<file path="src/rtl/spi_rx_pkg.sv">
package spi_rx_pkg;
  // Idle levels used for synchronizer and history reset values
  localparam logic CS_IDLE   = 1'b1;
  localparam logic SCLK_IDLE = 1'b0;
  localparam logic MOSI_IDLE = 1'b0;

  function automatic int unsigned cnt_bits(input int unsigned w);
    return (w <= 2) ? 1 : $clog2(w);
  endfunction
endpackage

</file>
<file path="src/rtl/spi_rx_sync.sv">
module spi_rx_sync #(
  parameter int unsigned STAGES = 2,
  parameter logic        RST_VAL = 1'b0
) (
  input  logic clk,
  input  logic rst_n,
  input  logic din,
  output logic dout
);
  logic [STAGES-1:0] chain;

  generate
    if (STAGES == 1) begin : g_one
      always_ff @(posedge clk or negedge rst_n)
        if (!rst_n) chain <= RST_VAL;
        else        chain <= din;
    end else begin : g_many
      always_ff @(posedge clk or negedge rst_n)
        if (!rst_n) chain <= {STAGES{RST_VAL}};
        else        chain <= {chain[STAGES-2:0], din};
    end
  endgenerate

  assign dout = chain[STAGES-1];
endmodule

</file>
<file path="src/rtl/spi_rx_front.sv">
module spi_rx_front
  import spi_rx_pkg::*;
(
  input  logic clk,
  input  logic rst_n,
  input  logic cs_s,        // synchronized chip select, active low
  input  logic sclk_s,      // synchronized serial clock
  output logic sclk_rise,
  output logic cs_hi,
  output logic idle_clr,
  output logic frame_start
);
  logic cs_q, sclk_q;

  always_ff @(posedge clk or negedge rst_n)
    if (!rst_n) begin
      cs_q   <= CS_IDLE;
      sclk_q <= SCLK_IDLE;
    end else begin
      cs_q   <= cs_s;
      sclk_q <= sclk_s;
    end

  assign sclk_rise   = sclk_s & ~sclk_q;
  assign cs_hi       = cs_s;
  assign idle_clr    = cs_s & sclk_s;   // spurious clock while deselected
  assign frame_start = cs_q & ~cs_s;

  assert_start_single_R5: assert property (@(posedge clk) disable iff (!rst_n)
    frame_start |=> !frame_start);
  assert_start_selected_R5: assert property (@(posedge clk) disable iff (!rst_n)
    frame_start |=> !cs_q);
endmodule

</file>
<file path="src/rtl/spi_rx_shift.sv">
module spi_rx_shift
  import spi_rx_pkg::*;
#(
  parameter int unsigned DATA_W = 8
) (
  input  logic              clk,
  input  logic              rst_n,
  input  logic              sclk_rise,
  input  logic              cs_hi,
  input  logic              idle_clr,
  input  logic              mosi_s,
  output logic              done,
  output logic [DATA_W-1:0] word
);
  localparam int unsigned CW = cnt_bits(DATA_W);
  localparam logic [CW-1:0] LAST = CW'(DATA_W - 1);

  logic [CW-1:0]     cnt;
  logic [DATA_W-1:0] shreg;
  logic              take;

  assign take = sclk_rise & ~cs_hi;
  assign done = take & (cnt == LAST);
  assign word = {shreg[DATA_W-2:0], mosi_s};

  always_ff @(posedge clk or negedge rst_n)
    if (!rst_n) begin
      cnt   <= '0;
      shreg <= '0;
    end else if (cs_hi) begin
      cnt <= '0;
      if (idle_clr) shreg <= '0;
    end else if (take) begin
      shreg <= word;
      cnt   <= (cnt == LAST) ? '0 : cnt + 1'b1;
    end

  assert_glitch_clear_R3: assert property (@(posedge clk) disable iff (!rst_n)
    idle_clr |=> (cnt == '0 && shreg == '0));
  assert_partial_drop_R4: assert property (@(posedge clk) disable iff (!rst_n)
    cs_hi |=> cnt == '0);
  assert_deselected_hold_R3: assert property (@(posedge clk) disable iff (!rst_n)
    (cs_hi && !idle_clr) |=> $stable(shreg));
endmodule

</file>
<file path="src/rtl/spi_rx_outbuf.sv">
module spi_rx_outbuf #(
  parameter int unsigned DATA_W = 8
) (
  input  logic              clk,
  input  logic              rst_n,
  input  logic              load,
  input  logic [DATA_W-1:0] word,
  input  logic              ready,
  output logic              valid,
  output logic [DATA_W-1:0] data,
  output logic              overrun
);
  always_ff @(posedge clk or negedge rst_n)
    if (!rst_n) begin
      valid   <= 1'b0;
      data    <= '0;
      overrun <= 1'b0;
    end else if (load) begin
      data  <= word;
      valid <= 1'b1;
      if (valid && !ready) overrun <= 1'b1;
    end else if (valid && ready) begin
      valid <= 1'b0;
    end

  assert_hold_R8: assert property (@(posedge clk) disable iff (!rst_n)
    (valid && !ready && !load) |=> (valid && $stable(data)));
  assert_load_valid_R2: assert property (@(posedge clk) disable iff (!rst_n)
    load |=> valid);
  assert_overrun_sticky_R9: assert property (@(posedge clk) disable iff (!rst_n)
    overrun |=> overrun);
  assert_overrun_cause_R9: assert property (@(posedge clk) disable iff (!rst_n)
    $rose(overrun) |-> $past(valid && !ready && load));
endmodule

</file>
<file path="src/rtl/spi_oversampled_rx.sv">
module spi_oversampled_rx
  import spi_rx_pkg::*;
#(
  parameter int unsigned DATA_W      = 8,
  parameter int unsigned SYNC_STAGES = 2
) (
  input  logic              clk,
  input  logic              rst_n,
  input  logic              spi_cs_n,
  input  logic              spi_sclk,
  input  logic              spi_mosi,
  output logic              rx_valid,
  input  logic              rx_ready,
  output logic [DATA_W-1:0] rx_data,
  output logic              rx_overrun,
  output logic              xfer_start
);
  localparam int unsigned NPIN = 3;
  localparam logic [NPIN-1:0] PIN_IDLE = {CS_IDLE, SCLK_IDLE, MOSI_IDLE};

  logic [NPIN-1:0] pin_raw, pin_s;
  logic sclk_rise, cs_hi, idle_clr, done;
  logic [DATA_W-1:0] word;

  assign pin_raw = {spi_cs_n, spi_sclk, spi_mosi};

  for (genvar i = 0; i < NPIN; i++) begin : g_sync
    spi_rx_sync #(.STAGES(SYNC_STAGES), .RST_VAL(PIN_IDLE[i])) u_sync (
      .clk(clk), .rst_n(rst_n), .din(pin_raw[i]), .dout(pin_s[i]));
  end

  spi_rx_front u_front (
    .clk(clk), .rst_n(rst_n), .cs_s(pin_s[2]), .sclk_s(pin_s[1]),
    .sclk_rise(sclk_rise), .cs_hi(cs_hi), .idle_clr(idle_clr),
    .frame_start(xfer_start));

  spi_rx_shift #(.DATA_W(DATA_W)) u_shift (
    .clk(clk), .rst_n(rst_n), .sclk_rise(sclk_rise), .cs_hi(cs_hi),
    .idle_clr(idle_clr), .mosi_s(pin_s[0]), .done(done), .word(word));

  spi_rx_outbuf #(.DATA_W(DATA_W)) u_out (
    .clk(clk), .rst_n(rst_n), .load(done), .word(word), .ready(rx_ready),
    .valid(rx_valid), .data(rx_data), .overrun(rx_overrun));
endmodule

</file>
<file path="config.mk">
export PLATFORM = sky130hd
export DESIGN_NAME = spi_oversampled_rx
export DESIGN_NICKNAME = d
export VERILOG_FILES = /design/src/rtl/spi_rx_pkg.sv /design/src/rtl/spi_rx_sync.sv /design/src/rtl/spi_rx_front.sv /design/src/rtl/spi_rx_shift.sv /design/src/rtl/spi_rx_outbuf.sv /design/src/rtl/spi_oversampled_rx.sv
export SDC_FILE = /design/constraint.sdc
export NUM_CORES = 1
export LEC_CHECK = 0
export BUFFER_PORTS_ARGS = -buffer_cell sky130_fd_sc_hd__buf_4
export CAP_MARGIN = 20
export CELL_PAD_IN_SITES_DETAIL_PLACEMENT = 2
export CELL_PAD_IN_SITES_GLOBAL_PLACEMENT = 2
export CORE_MARGIN = 2
export CORE_UTILIZATION = 40
export CTS_BUF_LIST = sky130_fd_sc_hd__clkbuf_8
export DETAILED_ROUTE_END_ITERATION = 6
export PLACE_DENSITY = 0.77
export SETUP_SLACK_MARGIN = 0.1
export SLEW_MARGIN = 20
export SYNTH_ARGS = -nofsm -noshare
export SYNTH_HDL_FRONTEND = slang
export SYNTH_HIERARCHICAL = 1
export SYNTH_SLANG_ARGS = --single-unit
</file>
<file path="constraint.sdc">
create_clock -name clk -period 1.8 [get_ports clk]
set_input_delay 0 -clock clk [delete_from_list [all_inputs] [get_ports clk]]
set_output_delay 0 -clock clk [all_outputs]
set_load 0.03 [all_outputs]
</file>
==> metrics.md, run 1 <==
| Metric | Value |
|---|---|
| Critical Path Start Type | register |
| Largest family of logic cells by synthesized area | multiplexers |
| Initial Utilization | 0.416 |
| Global-route wire length before repair | 3.55 mm |
| Synth Area in Compound Gates | 0.0736 |
| Leak pwr | 0.677 nW |
| Clock buffer depth | 2 |
| DP Worst Slack | 0.0603 ns |
| Layout cells sized above 1 | 0.406 |
| Area share of the largest cell type after synthesis | 0.549 |
| Clk_lat worst skew | 0.28 ns |
| Tightest Pin Transition | 0.350 ns |
| Synth Register Bits | 28 |
| Area leader, netlist | dfrtp_1 |
| Cts bufs inserted | 3 |
| Pre-Repair DR Iteration Count | 2 |
| Antenna violations before repair | 0 |
| Post-synthesis mux area share | 0.185 |
| Gr busiest metal | met2 |
| Syn Inst Count | 75 |
| Area Growth Syn to Fin | 21.4% |
| Clock power share | 0.404 |
| Clk_skew | 0.00785 ns |
| Design area | 1380 sq um |
| Via density | 5.16 |
| Crit path time final | 1.60 ns |
| RSZ-0062 raised after global routing | false |
| Post-DP Area | 1270 sq um |
| Final Core Density | 0.506 |
| Worst path cell trace | ha_1, ha_1, and3_2, mux2_4 |
| DRC viols | 0 |
| Largest net degree at the start of global routing | 29 |
| PortBufs | 16 |
| Setup ws final | 0.198 ns |
| H-tree Lvls | 1 |
| Antenna fix cells | 0 |
| Maximum clock rate | 624 MHz |
| Post-Synth Simple-Gate Area | 0.0571 |
| Met3 GRT Util | 0.0295 |
| Crit Path Class | reg -> reg |
| Vias in the first global route | 711 |
| Row cnt | 19 |
| Hpwl dp | 1.44 mm |
| Core box area | 2730 sq um |
| Top cells by area, synth | dfrtp_1 (55%), mux2_4 (11%), mux2i_1 (7.9%), dfstp_2 (6.9%), o2bb2ai_1 (3.1%) |
| Slew HR | 0.766 |
| Most frequently used flop master after synthesis | dfrtp_1 |
| Post-Synth Adder-Cell Area | 0.0220 |
| Cell Area, Synth | 1140 sq um |
| Post-synth top cells | dfrtp_1 (25), mux2i_1 (9), mux2_4 (8), o2bb2ai_1 (4), dfstp_2 (3) |
| GRT met2 Usage | 0.232 |
| CP required | 1.97 ns |
| # IOs | 17 |
| WL final | 2.25 mm |
| Endpoint class of the critical path | register |
| Hold Fails Final Rpt | 0 |
| CTS root buffer | clkbuf_8 |
| Clock transition at path regs | 0.10 ns |
| IR drop worst, VDD | 0.664 mV |
| Max incr delay on CP | 0.41 ns |
| Fin. max-slew vios | 0 |
| Maximum fanout along the worst path | 10 |
| Die width | 57.4 um |
| WP data arrival | 1.77 ns |
| Die area | 3290 sq um |
| CP most frequent cell | ha_1 |
| Final setup viols | 0 |
| Die Height | 57.4 um |
| Post-synth cell types | 23 |
| Setup Total Neg Slack | 0 ns |
| Congestion Overflow GR | 0 |
| CTS Sinks | 28 |
| Outcome | finished clean |
| GR Layer Usage met1 | 0.193 |
| Sequential area share after synthesis | 0.619 |
| Nets@finish | 105 |
| Routability congestion estimate | 0.642 |
| CTS tree | built |
| Max cap viols | 0 |
| Synth Area per Inst | 15.2 sq um |
| Yosys warns | 6 |
| Hold Crit Class | in -> reg |
| Switching Share | 0.214 |
| Total number of vias | 655 |
| Gate power share | 0.064 |
| Final critical-path share of the clock period | 0.890 |
| Syn nets | 83 |
| Asr flop ratio synth | 1.00 |
| Total GRT Usage | 0.146 |
| Final ANT Viol Nets | 0 |
| Synth Area in XOR/XNOR | 0 |
| Starting DRC count in detailed routing | 3 |
| Number of synthesized flops with an enable pin | 0 |
| Internal power | 0.000987 W |
| PwrDens | 908 nW/um^2 |
| Avg WL per Cell | 17.7 um |
| Cell with the most instances after synthesis | dfrtp_1 |
| Switching power | 0.000269 W |
| Sequential power share | 0.532 |
| CP max-delay cell | dfrtp_1 |
power groups by stage:
stage | Clock (W) | Sequential, W | Combinational [W]
3_5_place_dp | 0 | 0.000681 | 0.0000740
6_report | 0.000507 | 0.000669 | 0.0000802
3_3_place_gp | 0 | 0.000679 | 0.0000713
5_1_grt | 0.000529 | 0.000671 | 0.0000884
4_1_cts | 0.000512 | 0.000669 | 0.0000826
2_1_floorplan | 0 | 0.000675 | 0.0000457
final timing paths:
path | start | to | slack (ns) | depth (start not counted)
setup / recovery | u_shift/cnt[0] | u_out/data[7] | 0.20 | 4
hold / removal | rx_ready | u_out/valid | 0.02 | 3
setup reg to reg | u_shift/cnt[0] | u_out/data[7] | 0.20 | 4
hold reg to reg | g_sync[0].u_sync/chain[0] | g_sync[0].u_sync/chain[1] | 0.36 | 0
max in group asynchronous | rst_n | u_front/cs_q | 1.34 | 2
min in group asynchronous | rst_n | u_out/data[4] | 0.16 | 2
metal layers:
layer / part of all wire / vias up
li1: - / 302
met1: 0.46 / 334
met2: 0.49 / 14
met3: 0.032 / 5
met4: 0.018 / 0
met5: 0 / -
worst max-delay path, delay by kind of cell, from the launching register on:
kind	cells	cell delay (ns)
and+or+nand+nor	1	0.33
DFF	1	0.41
adders and majority gates	2	0.41
muxes	1	0.33
state kept, by name (all words and copies together) (netlist names):
signal and count:
u_out/data 8, u_out/overrun 1, g_sync.u_sync/chain 6, u_out/valid 1
u_front/sclk_q 1, u_front/cs_q 1, u_shift/shreg 7, u_shift/cnt 3
what timing repair did:
item                       in CTS  in global routing
gates resized for setup         1                  0
hold buffers                    4                  0
hold endpoints to repair       31                  0
setup endpoints to repair       8                  0
buffers inserted                0                  0
layout make-up:
class                      count  area (sq um)
clock inverter                 1          30.0
inverter                       2          7.51
clock buffer                   3          41.3
multi-input combinational     40           385
fill                         254          1350
tap                           31          38.8
timing repair buffer          22           175
sequential                    28           704
per-stage QoR:
stage | hold WS, ns | power (W) | std cells
after detailed placement | -0.0626 | 0.000755 | 119
final | 0.0242 | 0.00126 | 127
after global routing | 0.0529 | 0.00129 | 127
after global placement | -0.0652 | 0.000750 | 119
after floorplan | -0.296 | 0.000721 | 75
after CTS | 0.0209 | 0.00126 | 127
cell families (layout without fill, tap and decap cells):
kind of cell    after synthesis  count (layout)
flops                        28              28
mux                          17              17
buf+inv                       7              28
compound gates               10              10
fa+ha+maj                     2               2
simple gates                 11              11
cells in the final DEF, fill, tap and decap left out:
cell,n
and2b_2,1
mux2i_1,9
nand2_1,2
dfrtp_1,25
dlygate4sd3_1,4
a31o_2,1
a21o_2,1
a32o_1,1
ha_1,2
inv_1,2
or3b_1,1
and3_2,1
bufinv_16,1
nand2b_1,1
dfstp_2,3
and2_2,1
nor2_1,2
mux2_4,8
nor2b_1,2
clkbuf_8,3
a21oi_2,1
o22ai_1,2
o2bb2ai_1,4
buf_4,18
(Power assumes the default switching activity.)
==> run 2, diff against run 1 <==
--- a/config.mk
+++ b/config.mk
@@ -5,15 +5,16 @@
 export SDC_FILE = /design/constraint.sdc
 export NUM_CORES = 1
 export LEC_CHECK = 0
-export BUFFER_PORTS_ARGS = -buffer_cell sky130_fd_sc_hd__buf_4
 export CAP_MARGIN = 20
 export CELL_PAD_IN_SITES_DETAIL_PLACEMENT = 2
 export CELL_PAD_IN_SITES_GLOBAL_PLACEMENT = 2
+export CORE_ASPECT_RATIO = 0.6
 export CORE_MARGIN = 2
 export CORE_UTILIZATION = 40
 export CTS_BUF_LIST = sky130_fd_sc_hd__clkbuf_8
 export DETAILED_ROUTE_END_ITERATION = 6
-export PLACE_DENSITY = 0.77
+export DONT_BUFFER_PORTS = 1
+export PLACE_DENSITY = 0.7
 export SETUP_SLACK_MARGIN = 0.1
 export SLEW_MARGIN = 20
 export SYNTH_ARGS = -nofsm -noshare
==> run 2 against run 1 <==
Effect of this change: register-to-register slack about the same; count of clock-buffer cells in the layout unchanged; critical path depth unchanged; critical path type unchanged; largest cell class unchanged; largest power group unchanged.
==> metrics.md, run 2 (same netlist as run 1, synthesis figures left out) <==
| Metric | Value |
|---|---|
| Cts bufs inserted | 3 |
| Total GRT Usage | 0.149 |
| Max FFs per register | 8 |
| Clk_lat worst skew | 0.27 ns |
| CP required | 1.96 ns |
| Layout cells sized above 1 | 0.293 |
| Largest net degree at the start of global routing | 29 |
| Die Height | 45.3 um |
| WL final | 2.06 mm |
| Die width | 72.9 um |
| Worst R2R Setup Slack | 0.20 ns |
| Post-CTS Setup Bufs | 0 |
| Via density | 5.27 |
| CTS Sinks | 28 |
| RSZ-0062 raised after global routing | false |
| Global-route wire length before repair | 3.52 mm |
| Starting DRC count in detailed routing | 21 |
| Max cap viols | 0 |
| Hpwl dp | 1.38 mm |
| Sequential power share | 0.544 |
| Row cnt | 14 |
| Clock power share | 0.394 |
| Design area | 1290 sq um |
| Final critical-path share of the clock period | 0.887 |
| Commonest cells after routing, fill and taps aside | dfrtp_1 (25), mux2i_1 (9), mux2_4 (8) |
| Congestion Overflow GR | 0 |
| DRC viols | 0 |
| Most common cell after layout, fill and taps aside | dfrtp_1 |
| Maximum clock rate | 626 MHz |
| Switching Share | 0.200 |
| Crit path time final | 1.60 ns |
| Final setup viols | 0 |
| WP data arrival | 1.76 ns |
| Initial Utilization | 0.436 |
| CTS tree | built |
| Worst r2r src | u_shift/cnt[0] |
| Largest regs | u_out/data x8, u_shift/shreg x7, g_sync.u_sync/chain x6 |
| R2R depth | 4 |
| Antenna violations before repair | 0 |
| Routability congestion estimate | 0.691 |
| IR drop worst, VDD | 0.462 mV |
| Clk_skew | 0.00218 ns |
| Worst r2r dst | u_out/data[6] |
| Tightest Pin Transition | 0.345 ns |
| PwrDens | 951 nW/um^2 |
| Final ANT Viol Nets | 0 |
| H-tree Lvls | 1 |
| Antenna fix cells | 0 |
| Pre-Repair DR Iteration Count | 3 |
| Leak pwr | 0.607 nW |
| Die area | 3300 sq um |
| Switching power | 0.000246 W |
| Core box area | 2610 sq um |
| Clock buffer depth | 2 |
| Crit Path Class | reg -> reg |
| Hold Fails Final Rpt | 0 |
| Clock transition at path regs | 0.09 ns |
| Critical Path Start Type | register |
| CTS root buffer | clkbuf_8 |
| Outcome | finished clean |
| Internal power | 0.000984 W |
| Post-DP Area | 1150 sq um |
| Avg WL per Cell | 18.1 um |
| Most flop-heavy register | u_out/data |
| Fin. max-slew vios | 0 |
| Vias in the first global route | 679 |
| Setup Total Neg Slack | 0 ns |
| Area Growth Syn to Fin | 13.6% |
| Slew HR | 0.769 |
| PortBufs | 0 |
| Nets@finish | 91 |
| Gate power share | 0.062 |
| Hold Crit Class | in -> async |
| Footprint of the multi-input gates | 385 sq um |
| Endpoint class of the critical path | register |
| Register Area | 704 sq um |
| # fillers | 254 |
| # IOs | 17 |
| Total number of vias | 601 |
| Maximum fanout along the worst path | 10 |
-- run 2: cell count changes in the layout (fill, tap and decap cells not counted), sizes merged --
cell	change
buf	-15
dlygate4sd3	+1
-- run 2: worst max-delay path, cell delays in order, from the launching register on --
cell and delay (ns):
dfrtp_1 0.41, ha_1 0.21, ha_1 0.19, and3_2 0.33
mux2_4 0.34
-- run 2: area by class of cell --
class	instances	share of cell area
repair buffers	8	0.0658
multi-input cells	40	0.298
clock buffers	3	0.0319
well taps	32	0.0309
inverters	2	0.00580
flip-flops and latches	28	0.544
clock inverters	1	0.0232
-- run 2: power groups by stage --
| stage | Sequential [W] | Combinational [W] | Clock [W] |
|---|---|---|---|
| detailed placement | 0.000682 | 0.0000517 | 0 |
| floorplan | 0.000675 | 0.0000457 | 0 |
| global placement | 0.000679 | 0.0000499 | 0 |
| finish | 0.000669 | 0.0000758 | 0.000485 |
| global route | 0.000672 | 0.0000855 | 0.000523 |
| CTS | 0.000669 | 0.0000784 | 0.000498 |
-- run 2: worst max path at each step --
| stage | start | to |
|---|---|---|
| 2_1_floorplan | g_sync[1].u_sync/chain[1] | u_out/data[0] |
| 3_3_place_gp | u_shift/cnt[0] | u_out/data[7] |
| 3_5_place_dp | u_shift/cnt[0] | u_out/data[6] |
| 4_1_cts | u_shift/cnt[0] | u_out/data[6] |
| 5_1_grt | u_shift/cnt[0] | u_out/data[6] |
| 6_report | u_shift/cnt[0] | u_out/data[6] |
-- run 2: per-layer routing --
metal,vias up,routed length (um),global-route usage
met5,-,0,0
met4,0,0,0.0222
met3,0,90,0.0536
met2,14,941,0.235
met1,310,1030,0.204
li1,277,-,-
-- run 2: metrics by stage --
stage	hold WS (ns)	instances	total power, W	utilization	worst slack (ns)
final	0.161	114	0.00123	0.496	0.203
after global routing	0.157	114	0.00128	0.496	0.148
after CTS	0.150	114	0.00125	0.496	0.196
after detailed placement	-0.295	104	0.000733	0.441	0.0313
after global placement	-0.295	104	0.000729	0.441	0.147
after floorplan	-0.296	75	0.000721	-	0.297
-- run 2: repair_timing --
action / in CTS / in global routing
setup endpoints to repair: 8 / 0
endpoints found under the hold margin: 33 / 0
hold buffers: 6 / 0
resized for setup: 1 / 0
==> run 3, diff against run 2 <==
--- a/config.mk
+++ b/config.mk
@@ -10,11 +10,12 @@
 export CELL_PAD_IN_SITES_GLOBAL_PLACEMENT = 2
 export CORE_ASPECT_RATIO = 0.6
 export CORE_MARGIN = 2
-export CORE_UTILIZATION = 40
-export CTS_BUF_LIST = sky130_fd_sc_hd__clkbuf_8
+export CORE_UTILIZATION = 45
+export CTS_BUF_LIST = sky130_fd_sc_hd__clkbuf_2
 export DETAILED_ROUTE_END_ITERATION = 6
 export DONT_BUFFER_PORTS = 1
-export PLACE_DENSITY = 0.7
+export MAX_ROUTING_LAYER = met4
+export PLACE_DENSITY = 0.77
 export SETUP_SLACK_MARGIN = 0.1
 export SLEW_MARGIN = 20
 export SYNTH_ARGS = -nofsm -noshare
==> run 3 against run 2 <==
Effect of this change: routed wire length increased by 5.2%; core utilization increased by 2.5 points; count of clock-buffer cells in the layout unchanged; total power decreased by 8.9%; flip-flop and latch count unchanged; combinational power increased by 5.1%; die area decreased by 10%; highest routed layer is now met4.
==> metrics.md, run 3 (same netlist as run 1, synthesis figures left out) <==
| Metric | Value |
|---|---|
| Outcome | finished clean |
| Largest regs | u_out/data x8, u_shift/shreg x7, g_sync.u_sync/chain x6 |
| Nets@finish | 92 |
| Avg WL per Cell | 18.9 um |
| Critical path origin | u_shift/cnt[0] |
| Row cnt | 14 |
| Maximum fanout along the worst path | 10 |
| Area Growth Syn to Fin | 12.2% |
| Congestion Overflow GR | 0 |
| CTS tree | built |
| Clk_skew | 0.00958 ns |
| Core box area | 2450 sq um |
| Worst R2R Setup Slack | 0.20 ns |
| WP data arrival | 1.87 ns |
| Total number of vias | 618 |
| Routability congestion estimate | 0.681 |
| Max cap viols | 0 |
| Crit path time final | 1.60 ns |
| Die width | 68.9 um |
| Largest net degree at the start of global routing | 29 |
| Antenna violations before repair | 0 |
| WL final | 2.17 mm |
| Critical Path Start Type | register |
| RSZ-0062 raised after global routing | false |
| Endpoint class of the critical path | register |
| Clk_lat worst skew | 0.35 ns |
| Maximum clock rate | 626 MHz |
| IR drop worst, VDD | 0.537 mV |
| Final ANT Viol Nets | 0 |
| Die Height | 43.0 um |
| Setup ws final | 0.202 ns |
| H-tree Lvls | 1 |
| Leak pwr | 0.602 nW |
| Clock buffer depth | 2 |
| Total GRT Usage | 0.182 |
| DRC viols | 0 |
| Starting DRC count in detailed routing | 20 |
| Setup Total Neg Slack | 0 ns |
| Max FFs per register | 8 |
| DP Worst Slack | 0.0550 ns |
| Hold Startpoint | spi_cs_n |
| Antenna fix cells | 0 |
| Hold Fails Final Rpt | 0 |
| Most common cell after layout, fill and taps aside | dfrtp_1 |
| Final Core Density | 0.521 |
| Hold Crit Class | in -> reg |
| Die area | 2960 sq um |
| Hpwl dp | 1.40 mm |
| Slew HR | 0.750 |
| Clock transition at path regs | 0.25 ns |
| Commonest cells after routing, fill and taps aside | dfrtp_1 (25), mux2i_1 (9), mux2_4 (8) |
| Via density | 5.37 |
| Initial Utilization | 0.464 |
| Final critical-path share of the clock period | 0.888 |
| Fin. max-slew vios | 0 |
| Crit Path Class | reg -> reg |
| CTS Sinks | 28 |
| Worst r2r src | u_shift/cnt[0] |
| Final setup viols | 0 |
| CP required | 2.07 ns |
| Tightest Pin Transition | 0.375 ns |
| Vias in the first global route | 738 |
| PortBufs | 0 |
| Cts bufs inserted | 3 |
| Most flop-heavy register | u_out/data |
| Pre-Repair DR Iteration Count | 4 |
| Global-route wire length before repair | 3.64 mm |
| CTS root buffer | clkbuf_2 |
| Layout cells sized above 1 | 0.289 |
| PwrDens | 877 nW/um^2 |
| # IOs | 17 |
==> run 3: what timing repair did <==
item | 4_1_cts | 5_1_grt
hold buffers | 6 | 1
endpoints found under the setup margin | 8 | 0
setup buffers | 0 | 0
endpoints found under the hold margin | 33 | 7
gates resized for setup | 1 | 0
==> run 3: metal layers <==
metal	GRT usage	routed length (um)	vias to the layer above
li1	-	-	278
met2	0.287	1080	13
met1	0.225	975	325
met3	0.0610	97	2
met5	-	0	-
met4	0.0471	17	0
==> run 3: critical path, cell delays in order, from the launching register on <==
cell and delay (ns):
dfrtp_1 0.46, ha_1 0.21, ha_1 0.20, and3_2 0.33, mux2_4 0.34
==> run 3: worst paths after layout <==
check,endpoint,cells past startpoint
setup / recovery,u_out/data[5],4
hold / removal,g_sync[2].u_sync/chain[0],1
setup reg to reg,u_out/data[5],4
hold reg to reg,g_sync[2].u_sync/chain[1],0
max in group asynchronous,g_sync[2].u_sync/chain[0],3
min in group asynchronous,u_out/data[0],3
==> run 3: area by class of cell <==
type | count | area, sq um
Clock inverter | 1 | 30.0
Inverter | 2 | 7.51
Clock buffer | 3 | 15.0
Sequential cell | 28 | 704
Fill cell | 234 | 1170
Multi-Input combinational cell | 40 | 385
Tap cell | 32 | 40.0
Timing Repair Buffer | 9 | 95.1
==> run 3: per-stage QoR <==
stage / hold WS, ns / power, W / cells / area (sq um)
after CTS: 0.0196 / 0.00113 / 114 / 1270
final: 0.141 / 0.00112 / 115 / 1280
after detailed placement: -0.295 / 0.000733 / 104 / 1150
after floorplan: -0.296 / 0.000721 / 75 / 1140
after global placement: -0.295 / 0.000729 / 104 / 1150
after global routing: 0.0961 / 0.00117 / 115 / 1280
==> run 3: power breakdown <==
part           total [W]  internal [W]  switching, W
Clock           0.000370      0.000191      0.000179
Sequential      0.000671      0.000654     0.0000172
Combinational  0.0000797     0.0000363     0.0000434
Total            0.00112      0.000881      0.000239
